$ cat src/rtl/regdec_pkg.sv
package regdec_pkg;

    // Upper bound on the address width that the match function handles
    localparam int MAX_AW = 32;

    // True when addr and base agree on every bit from win_aw up to addr_w-1
    function automatic logic win_match(
        input logic [MAX_AW-1:0] addr,
        input logic [MAX_AW-1:0] base,
        input int                win_aw,
        input int                addr_w
    );
        logic [2*MAX_AW-1:0] upper_mask;
        logic [2*MAX_AW-1:0] diff;
        upper_mask = ((64'd1 << addr_w) - 64'd1) & ~((64'd1 << win_aw) - 64'd1);
        diff       = {32'd0, addr ^ base};
        return (diff & upper_mask) == 64'd0;
    endfunction

endpackage

$ cat src/rtl/regdec_window.sv
module regdec_window #(
    parameter int                ADDR_W = 16,
    parameter int                WIN_AW = 12,
    parameter logic [ADDR_W-1:0] BASE   = '0
) (
    input  logic [ADDR_W-1:0] up_addr,
    input  logic              up_r_stb,
    input  logic              up_w_stb,
    output logic              r_stb,
    output logic              w_stb,
    output logic [WIN_AW-1:0] offset
);
    logic hit;

    always_comb begin
        hit    = regdec_pkg::win_match(32'(up_addr), 32'(BASE), WIN_AW, ADDR_W);
        r_stb  = hit & up_r_stb;
        w_stb  = hit & up_w_stb;
        // Aligned window: removing the base leaves the low address bits
        offset = up_addr[WIN_AW-1:0];
    end
endmodule

$ cat src/rtl/regdec_rdata_or.sv
module regdec_rdata_or #(
    parameter int DATA_W = 8,
    parameter int NUM_IN = 2
) (
    input  logic [NUM_IN*DATA_W-1:0] in_data,
    output logic [DATA_W-1:0]        out_data
);
    always_comb begin
        out_data = '0;
        for (int i = 0; i < NUM_IN; i++) begin
            out_data = out_data | in_data[i*DATA_W +: DATA_W];
        end
    end
endmodule

$ cat src/rtl/regdec_top.sv
module regdec_top #(
    parameter int                        ADDR_W   = 16,
    parameter int                        DATA_W   = 8,
    parameter int                        NUM_SUB  = 2,
    parameter int                        WIN_AW   = 12,
    parameter logic [NUM_SUB*ADDR_W-1:0] SUB_BASE = 32'h1000_0000
) (
    input  logic [ADDR_W-1:0]         up_addr,
    input  logic                      up_r_stb,
    input  logic                      up_w_stb,
    input  logic [DATA_W-1:0]         up_w_data,
    output logic [DATA_W-1:0]         up_r_data,
    output logic [NUM_SUB*WIN_AW-1:0] sub_addr,
    output logic [NUM_SUB-1:0]        sub_r_stb,
    output logic [NUM_SUB-1:0]        sub_w_stb,
    output logic [NUM_SUB*DATA_W-1:0] sub_w_data,
    input  logic [NUM_SUB*DATA_W-1:0] sub_r_data
);
    for (genvar i = 0; i < NUM_SUB; i++) begin : g_win
        localparam logic [ADDR_W-1:0] WBASE = SUB_BASE[i*ADDR_W +: ADDR_W];

        regdec_window #(
            .ADDR_W(ADDR_W),
            .WIN_AW(WIN_AW),
            .BASE  (WBASE)
        ) u_win (
            .up_addr (up_addr),
            .up_r_stb(up_r_stb),
            .up_w_stb(up_w_stb),
            .r_stb   (sub_r_stb[i]),
            .w_stb   (sub_w_stb[i]),
            .offset  (sub_addr[i*WIN_AW +: WIN_AW])
        );

        assign sub_w_data[i*DATA_W +: DATA_W] = up_w_data;
    end

    regdec_rdata_or #(
        .DATA_W(DATA_W),
        .NUM_IN(NUM_SUB)
    ) u_or (
        .in_data (sub_r_data),
        .out_data(up_r_data)
    );
endmodule

$ cat config.mk
export PLATFORM = sky130hd
export DESIGN_NAME = regdec_top
export DESIGN_NICKNAME = d
export VERILOG_FILES = /design/src/rtl/regdec_pkg.sv /design/src/rtl/regdec_window.sv /design/src/rtl/regdec_rdata_or.sv /design/src/rtl/regdec_top.sv
export SDC_FILE = /design/constraint.sdc
export NUM_CORES = 1
export LEC_CHECK = 0
export CAP_MARGIN = 10
export CORE_UTILIZATION = 18
export DETAILED_ROUTE_END_ITERATION = 6
export PLACE_DENSITY = 0.89
export SYNTH_ARGS = -nofsm -noshare
export SYNTH_HDL_FRONTEND = slang
export SYNTH_HIERARCHICAL = 1
export SYNTH_SLANG_ARGS = --single-unit
$ cat constraint.sdc
create_clock -name vclk -period 0.86
set_input_delay 0.172 -clock vclk [all_inputs]
set_output_delay 0.172 -clock vclk [all_outputs]
set_load 0.02 [all_outputs]
==> flow_summary.json <==
{
  "crit_fanout": 2,
  "dieHeight_microns": 49.3,
  "final-seq-area_sq_um": 0,
  "vias": 298,
  "slew_headroom": 0.835,
  "fp.coreArea_sq_um": 2040,
  "crit_start": "up_addr[12]",
  "clkbuf_count": 0,
  "ys_types": 5,
  "port_buffers": 34,
  "remaining_drc_errors": 0,
  "n_antenna_cell": 0,
  "period_needed_ns": 1.04,
  "syn_nets": 96,
  "area_growth_pct": 12.1,
  "dr.pass1.iters": 1,
  "yosysTopAreaCell": "buf_4",
  "multiInputGateArea_sq_um": 130,
  "status": "finished with violations",
  "worst_slack_ns": -0.178,
  "grt_pass1_wl_mm": 1.35,
  "setup_viol": 4,
  "first_global_vias": 315,
  "grt_overflow": 0,
  "grt_max_degree": 3,
  "syn_area_sq_um": 403,
  "antenna_found_initial": 0,
  "tightest_slew_ns": 0.245,
  "cts_setup_buffers": 0,
  "cp_data_required_time_ns": 0.69,
  "boundaryPins": 94,
  "power.total_mw": 0.185,
  "hold_viol": 0,
  "worst-setup-path-type": "primary input to output pin",
  "fin_crit_sh": 1.21,
  "fin_setup_tns_ns": -0.678,
  "ant_nets": 0,
  "rows": 16,
  "detail_route.wl_per_cell_microns": 11.3,
  "yosys.area.top_type_share": 0.745,
  "avgSynthCellArea_sq_um": 7.46,
  "seq_cell_count": 0,
  "gp_congestion": 0.693,
  "fin_area_sq_um": 452,
  "drtIter0Drc": 0,
  "fmax_mhz": 963,
  "crit_end": "sub_r_stb[0]",
  "grtUsageTotal": 0.0683,
  "critPathCaptureType": "output pin",
  "seq_area_frac_synth": 0,
  "netlist_instances": 54,
  "via_per_inst": 3.97,
  "nFillCells": 237,
  "drive_gt1_frac": 0.771,
  "utilization": 0.221,
  "placed_area_sq_um": 477,
  "dp_hpwl_microns": 697,
  "place_inst": 75,
  "cap_violations": 0,
  "powerDensity_nw_per_um2": 409,
  "vdd_ir_drop_max_uv": 111,
  "wirelength_microns": 849,
  "initial_core_util": 0.197,
  "leakage_nw": 0.217,
  "violations": "setup timing",
  "fin_nets": 92,
  "yosysWarningCount": 6,
  "rsz0062_at_grt": "yes",
  "die_area_sq_um": 2430,
  "drv_slew": 0,
  "crit_path_start_kind": "primary input",
  "synth.area.top_cells": "buf_4, or2_1, and2_1",
  "hp-class": "primary input to output pin",
  "arrival_ns": 0.87,
  "final_cell_count_no_fill": 75,
  "die_w_microns": 49.3
}
-- final cells by class --
class,instances,share of cell area
multi-input combinational,14,0.288
tap,27,0.0748
timing repair buffer,34,0.637
-- where the power goes --
group	internal [mW]	switching (mW)
logic	0.111	0.0733
registers	0	0
clock network	0	0
-- cells in the mapped netlist --
master	number
and2_1	4
buf_4	40
nor4_2	1
nor4b_2	1
or2_1	8
-- through the flow --
| stage | hold slack (ns) | setup slack [ns] |
|---|---|---|
| after global routing | 0.344 | -0.219 |
| after global placement | 0.344 | -1.00 |
| after floorplan | 0.457 | 0.00386 |
| final | 0.344 | -0.178 |
| after detailed placement | 0.344 | -1.02 |
| after CTS | 0.344 | -0.171 |
-- cell families (layout without fill, tap and decap cells) --
| group | after synthesis | count (layout) | share of synthesized area |
|---|---|---|---|
| simple gates | 14 | 14 | 0.255 |
| buf+inv | 40 | 34 | 0.745 |
-- timing repair --
action | 4_1_cts | 5_1_grt
cloned | 0 | 0
endpoints found under the setup margin | 12 | 11
gates resized for setup | 143 | 9
hold buffers | 0 | 0
pin swaps | 14 | 13
-- cells in the final DEF (no fill, tap or decap) --
| cell type | count |
|---|---|
| buf_6 | 12 |
| buf_2 | 9 |
| or2_1 | 8 |
| clkbuf_2 | 7 |
| and2_4 | 4 |
| buf_8 | 3 |
| dlygate4sd2_1 | 2 |
| nor4_4 | 1 |
| nor4b_4 | 1 |
| clkdlybuf4s15_1 | 1 |
-- worst max-delay path: stages --
cell,delay (ns)
buf_8,0.10
nor4_4,0.30
and2_4,0.19
buf_6,0.11
-- worst min-delay path by stage --
| stage | start | end | slack (ns) | depth (start not counted) |
|---|---|---|---|---|
| after CTS | up_addr[9] | sub_addr[21] | 0.34 | 0 |
| after detailed placement | up_addr[9] | sub_addr[21] | 0.34 | 0 |
| after floorplan | up_addr[0] | sub_addr[0] | 0.46 | 1 |
| final | up_w_data[0] | sub_w_data[0] | 0.34 | 0 |
| after global routing | up_addr[5] | sub_addr[17] | 0.34 | 0 |
| after global placement | up_addr[9] | sub_addr[21] | 0.34 | 0 |
-- per-layer routing --
metal | track usage | part of all wire | vias to the layer above
met2 | 0.139 | 0.49 | 37
met4 | 0.0735 | 0.095 | 0
met3 | 0.0280 | 0.20 | 18
met1 | 0.0385 | 0.21 | 129
li1 | - | - | 114
met5 | 0 | 0 | -
Note: power is estimated with default switching activity, not from simulation.
